$ cat src/rtl/lin_phy_pkg.sv
package lin_phy_pkg;
   typedef enum logic [1:0] {
      LM_OFF    = 2'b00,
      LM_LOWPWR = 2'b01,
      LM_ACTIVE = 2'b10
   } lin_mode_e;
endpackage

$ cat src/rtl/lin_rx_sync.sv
module lin_rx_sync #(
   parameter int STAGES = 2
) (
   input  logic clk,
   input  logic rst_n,
   input  logic d_in,
   output logic d_out
);
   generate
      if (STAGES == 0) begin : g_direct
         assign d_out = d_in;
      end else begin : g_chain
         logic [STAGES-1:0] sh_q;
         always_ff @(posedge clk or negedge rst_n) begin
            if (!rst_n) sh_q <= '1;
            else if (STAGES == 1) sh_q <= d_in;
            else sh_q <= {sh_q[STAGES-2:0], d_in};
         end
         assign d_out = sh_q[STAGES-1];
      end
   endgenerate
endmodule

$ cat src/rtl/lin_mode_sel.sv
module lin_mode_sel
   import lin_phy_pkg::*;
(
   input  logic       clk,
   input  logic       rst_n,
   input  logic [1:0] sys_mode,
   input  logic       stby_ctl,
   input  logic       uv_flag,
   output lin_mode_e  mode_q
);
   lin_mode_e mode_d;

   always_comb begin
      if (stby_ctl) mode_d = LM_LOWPWR;
      else if ((sys_mode == 2'b10 || sys_mode == 2'b11) && !uv_flag) mode_d = LM_ACTIVE;
      else mode_d = LM_OFF;
   end

   always_ff @(posedge clk or negedge rst_n) begin
      if (!rst_n) mode_q <= LM_OFF;
      else mode_q <= mode_d;
   end

   assert_active_cond_R1: assert property (@(posedge clk) disable iff (!rst_n)
      ($past(rst_n) && mode_q == LM_ACTIVE) |-> ($past(sys_mode[1]) && !$past(stby_ctl) && !$past(uv_flag)));
   assert_stby_lowpwr_R2: assert property (@(posedge clk) disable iff (!rst_n)
      ($past(rst_n) && $past(stby_ctl)) |-> mode_q == LM_LOWPWR);
   assert_off_cond_R3: assert property (@(posedge clk) disable iff (!rst_n)
      ($past(rst_n) && !$past(stby_ctl) && ($past(uv_flag) || !$past(sys_mode[1]))) |-> mode_q == LM_OFF);
endmodule

$ cat src/rtl/lin_dom_guard.sv
module lin_dom_guard #(
   parameter int DOM_TIMEOUT = 40
) (
   input  logic clk,
   input  logic rst_n,
   input  logic txd_in,
   output logic blocked_q
);
   localparam int CNT_W = $clog2(DOM_TIMEOUT + 1);
   localparam logic [CNT_W-1:0] LAST = CNT_W'(DOM_TIMEOUT - 1);

   initial begin
      if (DOM_TIMEOUT < 2) $fatal(1, "DOM_TIMEOUT must be at least 2");
   end

   logic [CNT_W-1:0] low_cnt_q;

   always_ff @(posedge clk or negedge rst_n) begin
      if (!rst_n) begin
         low_cnt_q <= '0;
         blocked_q <= 1'b0;
      end else if (txd_in) begin
         low_cnt_q <= '0;
         blocked_q <= 1'b0;
      end else begin
         if (low_cnt_q == LAST) blocked_q <= 1'b1;
         if (low_cnt_q < LAST) low_cnt_q <= low_cnt_q + 1'b1;
      end
   end

   assert_hold_while_low_R7: assert property (@(posedge clk) disable iff (!rst_n)
      ($past(rst_n) && $past(blocked_q) && !$past(txd_in)) |-> blocked_q);
   assert_rearm_on_high_R7: assert property (@(posedge clk) disable iff (!rst_n)
      ($past(rst_n) && $past(txd_in)) |-> (!blocked_q && low_cnt_q == '0));
   assert_trip_needs_low_R6: assert property (@(posedge clk) disable iff (!rst_n)
      $rose(blocked_q) |-> ($past(low_cnt_q) == LAST && !$past(txd_in)));
endmodule

$ cat src/rtl/lin_wake_filter.sv
module lin_wake_filter #(
   parameter int WAKE_MIN = 12
) (
   input  logic clk,
   input  logic rst_n,
   input  logic lowpwr,
   input  logic bus_s,
   input  logic wake_clr,
   output logic pulse_q,
   output logic flag_q
);
   localparam int CNT_W = $clog2(WAKE_MIN + 1);
   localparam logic [CNT_W-1:0] LAST = CNT_W'(WAKE_MIN - 1);

   initial begin
      if (WAKE_MIN < 2) $fatal(1, "WAKE_MIN must be at least 2");
   end

   logic [CNT_W-1:0] dom_cnt_q;
   logic             fired_q;
   logic             hit;

   assign hit = lowpwr && !bus_s && !fired_q && dom_cnt_q == LAST;

   always_ff @(posedge clk or negedge rst_n) begin
      if (!rst_n) begin
         dom_cnt_q <= '0;
         fired_q   <= 1'b0;
         pulse_q   <= 1'b0;
         flag_q    <= 1'b0;
      end else begin
         pulse_q <= hit;
         flag_q  <= hit | (flag_q & ~wake_clr);
         if (!lowpwr || bus_s) begin
            dom_cnt_q <= '0;
            fired_q   <= 1'b0;
         end else begin
            if (hit) fired_q <= 1'b1;
            if (dom_cnt_q < LAST) dom_cnt_q <= dom_cnt_q + 1'b1;
         end
      end
   end

   assert_pulse_in_lowpwr_R11: assert property (@(posedge clk) disable iff (!rst_n)
      pulse_q |-> ($past(rst_n) && $past(lowpwr)));
   assert_pulse_single_R9: assert property (@(posedge clk) disable iff (!rst_n)
      pulse_q |=> !pulse_q);
   assert_flag_with_pulse_R10: assert property (@(posedge clk) disable iff (!rst_n)
      pulse_q |-> flag_q);
   assert_flag_sticky_R10: assert property (@(posedge clk) disable iff (!rst_n)
      ($past(rst_n) && $past(flag_q) && !$past(wake_clr)) |-> flag_q);
endmodule

$ cat src/rtl/lin_phy_ctrl.sv
module lin_phy_ctrl
   import lin_phy_pkg::*;
#(
   parameter int DOM_TIMEOUT = 40,
   parameter int WAKE_MIN    = 12,
   parameter int RX_SYNC     = 2
) (
   input  logic       clk,
   input  logic       rst_n,
   input  logic [1:0] sys_mode,
   input  logic       stby_ctl,
   input  logic       uv_flag,
   input  logic       txd_in,
   input  logic       bus_in,
   input  logic       wake_clr,
   output logic       bus_tx,
   output logic       rxd_out,
   output logic [1:0] mode_out,
   output logic       tx_blocked,
   output logic       wake_pulse,
   output logic       wake_flag
);
   initial begin
      if (RX_SYNC < 0 || RX_SYNC > 4) $fatal(1, "RX_SYNC must be 0..4");
   end

   lin_mode_e mode_q;
   logic      bus_s;
   logic      is_active;

   lin_mode_sel u_mode (
      .clk(clk), .rst_n(rst_n), .sys_mode(sys_mode),
      .stby_ctl(stby_ctl), .uv_flag(uv_flag), .mode_q(mode_q)
   );

   lin_rx_sync #(.STAGES(RX_SYNC)) u_sync (
      .clk(clk), .rst_n(rst_n), .d_in(bus_in), .d_out(bus_s)
   );

   lin_dom_guard #(.DOM_TIMEOUT(DOM_TIMEOUT)) u_guard (
      .clk(clk), .rst_n(rst_n), .txd_in(txd_in), .blocked_q(tx_blocked)
   );

   lin_wake_filter #(.WAKE_MIN(WAKE_MIN)) u_wake (
      .clk(clk), .rst_n(rst_n), .lowpwr(mode_q == LM_LOWPWR),
      .bus_s(bus_s), .wake_clr(wake_clr),
      .pulse_q(wake_pulse), .flag_q(wake_flag)
   );

   assign is_active = (mode_q == LM_ACTIVE);
   assign mode_out  = mode_q;
   assign bus_tx    = (is_active && !tx_blocked) ? txd_in : 1'b1;
   assign rxd_out   = is_active ? bus_s : 1'b1;

   assert_blocked_recessive_R6: assert property (@(posedge clk) disable iff (!rst_n)
      tx_blocked |-> bus_tx);
   assert_inactive_recessive_R5: assert property (@(posedge clk) disable iff (!rst_n)
      (mode_out != 2'b10) |-> (bus_tx && rxd_out));
endmodule

$ cat config.mk
export PLATFORM = sky130hd
export DESIGN_NAME = lin_phy_ctrl
export DESIGN_NICKNAME = d
export VERILOG_FILES = /design/src/rtl/lin_phy_pkg.sv /design/src/rtl/lin_rx_sync.sv /design/src/rtl/lin_mode_sel.sv /design/src/rtl/lin_dom_guard.sv /design/src/rtl/lin_wake_filter.sv /design/src/rtl/lin_phy_ctrl.sv
export SDC_FILE = /design/constraint.sdc
export NUM_CORES = 1
export LEC_CHECK = 0
export ABC_AREA = 1
export BUFFER_PORTS_ARGS = -buffer_cell sky130_fd_sc_hd__buf_2
export CORE_MARGIN = 2
export CORE_UTILIZATION = 47
export DETAILED_ROUTE_END_ITERATION = 10
export PLACE_DENSITY = 0.72
export SETUP_SLACK_MARGIN = 0.1
export SYNTH_ARGS = -nofsm -noshare
export SYNTH_HDL_FRONTEND = slang
export SYNTH_HIERARCHICAL = 1
export SYNTH_SLANG_ARGS = --single-unit
$ cat constraint.sdc
create_clock -name clk -period 1.1 [get_ports clk]
set_input_delay 0.055 -clock clk [delete_from_list [all_inputs] [get_ports clk]]
set_output_delay 0.055 -clock clk [all_outputs]
set_load 0.05 [all_outputs]
# [Yosys cells after proc, flatten, opt, wreduce, memory -nomap -nowiden]
# Cells that the tools add are included.
[word_totals] register_bits=18 in_bits=9 out_inout_bits=7 word_cells=49
[op_classes] n_addsub=2 magnitude_cmp=2 n_eq_ne=6 n_mux=12 n_bitwise=3 reduce_logical=16
[op_table] operator="two-way mux 6 bit" count=2
[op_table] operator="two-way mux 4 bit" count=2
[op_table] operator="nonzero test 2 bit" count=4
[op_table] operator="adder 6 x 1 -> 6 bit, second input constant" count=1
[op_table] operator="== test 2 bit, second input constant" count=3
[op_table] operator="== test 6 bit, second input constant" count=1
[op_table] operator="less-than comparator 6 bit, second input constant" count=1
[op_table] operator="two-way mux 1 bit" count=6
[op_table] operator="logical AND 1 bit" count=5
[op_table] operator="zero test 1 bit" count=5
[op_table] operator="adder 4 x 1 -> 4 bit, second input constant" count=1
[op_table] operator="== test 4 bit, second input constant" count=1
[op_table] operator="less-than comparator 4 bit, second input constant" count=1
[op_table] operator="two-way mux 2 bit" count=2
[op_table] operator="== test 2 x 1 -> 1 bit, second input constant" count=1
[op_table] operator="logical OR 1 bit" count=2
[op_table] operator="AND 1 bit" count=1
[op_table] operator="inverter 1 bit" count=1
[op_table] operator="bitwise OR 1 bit" count=1

# [Depth between registers and ports, before layout]
[depth] word_depth=6 ltp_mapped=7 ltp_nobuf=7

# [Modules after synthesis]
# Netlist, hierarchy kept.
[by_module_without_submodules] mod="lin_dom_guard" instances=1 cells_each=45 area_each_um2=350.3 seq_area_each_um2=175.2
[by_module_without_submodules] mod="lin_wake_filter" instances=1 cells_each=38 area_each_um2=324.1 seq_area_each_um2=175.2
[by_module_without_submodules] mod="lin_mode_sel" instances=1 cells_each=5 area_each_um2=63.8 seq_area_each_um2=50.0
[by_module_without_submodules] mod="lin_rx_sync" instances=1 cells_each=2 area_each_um2=52.6 seq_area_each_um2=52.6
[by_module_without_submodules] mod="lin_phy_ctrl" instances=1 cells_each=8 area_each_um2=32.5 seq_area_each_um2=0.0

# [Least setup slack after synthesis]
# OpenSTA, ideal clock, no wires.
[synth_path] path_kind="reg2reg" start="reg u_mode.mode_q[0]" end="reg u_wake.flag_q" setup_ps=76 arrival_ps=1185 required_time_ps=1024 slack_ps=-162 stages_incl_launch_ff=7 n_path_buf=0 period_less_slack_ps=1262 cell_sequence="dfrtp_1 > inv_1 > nor2_1 > inv_1 > nor2_4 > nand2_1 > o21ai_1"
[synth_between] elab_chain_cells=5
[synth_lines] item="start: declaration" line="lin_mode_sel.sv:9" text="output lin_mode_e mode_q"
[synth_lines] item="start signal: assignment" line="lin_mode_sel.sv:21" text="else mode_q <= mode_d;"
[synth_lines] item="== test 2 x 1 -> 1 bit" line="lin_phy_ctrl.sv:45" text=".clk(clk), .rst_n(rst_n), .lowpwr(mode_q == LM_LOWPWR),"
[synth_lines] item="logical AND 1 bit (3 in series)" line="lin_wake_filter.sv:23" text="assign hit = lowpwr && !bus_s && !fired_q && dom_cnt_q == LAST;"
[synth_lines] item="bitwise OR 1 bit" line="lin_wake_filter.sv:33" text="flag_q <= hit | (flag_q & ~wake_clr);"
[synth_lines] item="end signal: assignment" line="lin_wake_filter.sv:33"
[synth_lines] item="end: declaration" line="lin_wake_filter.sv:10" text="output logic flag_q"
# Every way passes these cells.
# A chain may end at the register's enable or synchronous reset.

# [Worst setup path in the final report]
[layout_path] start="reg u_mode.mode_q[0]" end="out rxd_out"
[layout_between] elab_chain_cells=2
[layout_lines] item="== test 2 bit" line="lin_phy_ctrl.sv:50" text="assign is_active = (mode_q == LM_ACTIVE);"
[layout_lines] item="two-way mux 1 bit" line="lin_phy_ctrl.sv:53" text="assign rxd_out = is_active ? bus_s : 1'b1;"
[layout_lines] item="end: declaration" line="lin_phy_ctrl.sv:17" text="output logic rxd_out,"
# Every way passes these cells.

==> run_results.csv <==
group,metric,value,unit
pwr,pwr_density_cell,1030,nW/um^2
cts,max-clock-path-buffers,2,
timing,worstMarginPinSlew,0.383,ns
cells_and_area,drive_gt1_share,49.3,%
yosys,synthArstFlopShare,100,%
timing,period_share,105,%
hold_path,min_path_type,"input port to register",
yosys,ys.flop_type,"dfrtp_1",
floorplanning,dieHeight,45.9,microns
timing,hold_violations,0,
yosys,synth-seq-cells,18,
global_route,grt_pass1_vias,711,
setup_path,crit_end,"rxd_out",
global_route,grt_max_degree,19,
yosys,synth_commonest_cells,"nand2_1, inv_1, dfrtp_1",
floorplanning,pin_count,16,
pwr,totalPowerFinal,0.00130,W
detailed_routing,vias,776,
cells_and_area,utilization,75.3,%
global_route,grt.overflow.total,0,
place,dp_slack,-0.0272,ns
detailed_routing,drt_iter0_markers,14,
cts,cts_buffers,3,
place,portBuffers,14,
cts,clock_sinks,18,
yosys,synth-seq-area-share,55.0,%
timing,finalSetupViolations,7,
global_route,grt_pass1_wl,2790,microns
yosys,synth.most_common_cell,"nand2_1",
yosys,yosysWarnings,6,
timing,relSlewSlack,74.5,%
timing,layout_setup_ws,-0.0506,ns
timing,fin_hold_ws,0.0901,ns
floorplanning,die-area,2100,sq um
cells_and_area,nets,146,
yosys,yosys.area.top_type_share,48.6,%
global_route,grt_use_total,18.8,%
yosys,synth.cell_area,823,sq um
yosys,synth.area.top_cells,"dfrtp_1, nand2_1, inv_1",
setup_path,rrSetupSlack,-0.01,ns
cells_and_area,diodes,0,
yosys,syn_avg_cell_area,8.40,sq um
cells_and_area,num-fill-cells,113,
cts,htreeDepth,1,
detailed_routing,drtAntennaViolNets,0,
setup_path,reg2reg_from,"u_guard/low_cnt_q[1]",
pwr,p_leak,0.611,nW
timing,finalMaxSlewViolations,0,
run_status,status,"finished, violations left",
job,maxCapViolations,0,
floorplanning,die_w,45.9,microns
global_route,antenna_found_initial,0,
setup_path,criticalPathCategory,"register to output pin",
setup_path,cp_max_fo,3,
cts,clk_latency,0.30,ns
detailed_routing,drc,0,
yosys,syn_inst,98,
timing,fmaxAchievable,0.869,GHz
yosys,ys_types,15,
detailed_routing,wl_per_cell,12.4,microns
detailed_routing,dr.pass1.iters,4,
place,gp_congestion,0.765,
run_status,violations,"setup timing",
cells_and_area,syn_to_final_growth,54.4,%
setup_path,critPathRequiredTime,1.04,ns
setup_path,critPathLaunch,"u_mode/mode_q[0]",
setup_path,arrival,1.10,ns
floorplanning,initial_core_util,48.7,%
setup_path,rr_worst_depth,7,
floorplanning,rows,15,
timing,finalClockSkew,0.00143,ns
yosys,yosysTopAreaCell,"dfrtp_1",
yosys,syn-num-nets,109,
timing,fin_crit,1.15,ns
yosys,synth_edf_count,0,
floorplanning,coreArea,1690,sq um
detailed_routing,routed_via_density,5.14,
pwr,ir_drop,0.000947,V
detailed_routing,wl,1870,microns
setup_path,critPathLaunchType,"register",
cts,cts.root.buffer_cell,"clkbuf_4",
place,dp_hpwl,1150,microns
cts,clkSlewWorstSetupHoldPaths,0.10,ns
timing,rsz0062_at_grt,"true",
cts,cts_tree,"built",
setup_path,cp-end-kind,"output pin",
setup_path,worst_r2r_endpoint,"u_guard/low_cnt_q[3]",
-- cell type report --
type	instances	area, sq um	share of cell area (%)
timing repair buffer	32	264	20.8
multi-input combinational	63	429	33.8
tap	17	21.3	1.67
clock buffer	4	36.3	2.85
sequential	18	457	35.9
inverter	17	63.8	5.02
-- routing by layer --
metal	wire (microns)	global-route usage, %	part of all wire, %
met1	789	22.4	42
met4	35	9.14	1.9
met5	0	0	0
met2	947	31.1	51
met3	93	5.16	5.0
-- registers in the layout, indices dropped and copies added (netlist names) --
signal / count
u_wake/dom_cnt_q: 4
u_wake/pulse_q: 1
u_mode/mode_q: 2
u_sync/g_chain.sh_q: 2
u_wake/flag_q: 1
u_wake/fired_q: 1
u_guard/low_cnt_q: 6
u_guard/blocked_q: 1
-- timing repair --
item,in CTS,in global routing
pin swaps,10,11
hold buffers,7,0
buffers inserted,2,3
hold endpoints to repair,24,0
endpoints found under the setup margin,16,18
gates resized for setup,24,22
-- logic make-up after synthesis --
| kind of cell | count (synthesis) | share of synthesized area, % |
|---|---|---|
| buf+inv | 17 | 7.75 |
| simple gates | 51 | 28.1 |
| flops | 18 | 55.0 |
| fa+ha+maj | 2 | 3.04 |
| compound gates | 10 | 6.08 |
-- worst max-delay path: stages (launching register included) --
cell and delay, ns:
dfrtp_2 0.45, nor2_4 0.13, nand2_2 0.07, buf_8 0.15
-- worst min-delay path by stage --
stage | slack [ns] | cells past startpoint | startpoint | to
global route | 0.10 | 4 | txd_in | u_guard/low_cnt_q[1]
floorplan | -0.24 | 0 | rst_n | u_guard/blocked_q
CTS | 0.08 | 4 | txd_in | u_guard/low_cnt_q[3]
global placement | 0.003 | 1 | rst_n | u_guard/low_cnt_q[4]
detailed placement | 0.003 | 1 | rst_n | u_guard/low_cnt_q[5]
finish | 0.09 | 4 | txd_in | u_guard/low_cnt_q[1]
-- cell usage in the layout, fill, tap and decap left out --
cell type      count
buf_6              5
dfrtp_1           13
a21oi_2            4
buf_8              1
nand2_1           13
nor2_1             7
clkbuf_8           1
o21ai_2            1
buf_4             10
nand2_8            1
nand3_2            1
nand3b_1           1
dlygate4sd3_1      7
nor2_4             5
inv_2              4
inv_1             13
nand4_1            3
nor2_2             5
a21oi_1            3
ha_2               1
dfrtp_2            3
nand2_4            3
o21ai_1            2
dfstp_2            2
buf_2              8
clkbuf_4           4
nand3_1            6
nand2_2            6
ha_4               1
-- where the power goes --
group	switching, W	leakage (nW)	internal, W
clock	0.000207	0.0210	0.000202
combinational	0.000102	0.356	0.0000908
sequential	0.0000168	0.234	0.000684
total	0.000326	0.611	0.000977
-- per-stage QoR --
stage	instance area (sq um)	setup TNS, ns	instances
final	1270	-0.144	151
after global routing	1270	-0.790	151
after CTS	1160	-0.105	148
after detailed placement	973	-0.0708	135
after global placement	973	0	135
after floorplan	837	-0.0189	98
No activity file was read; power rests on OpenSTA's default activity.
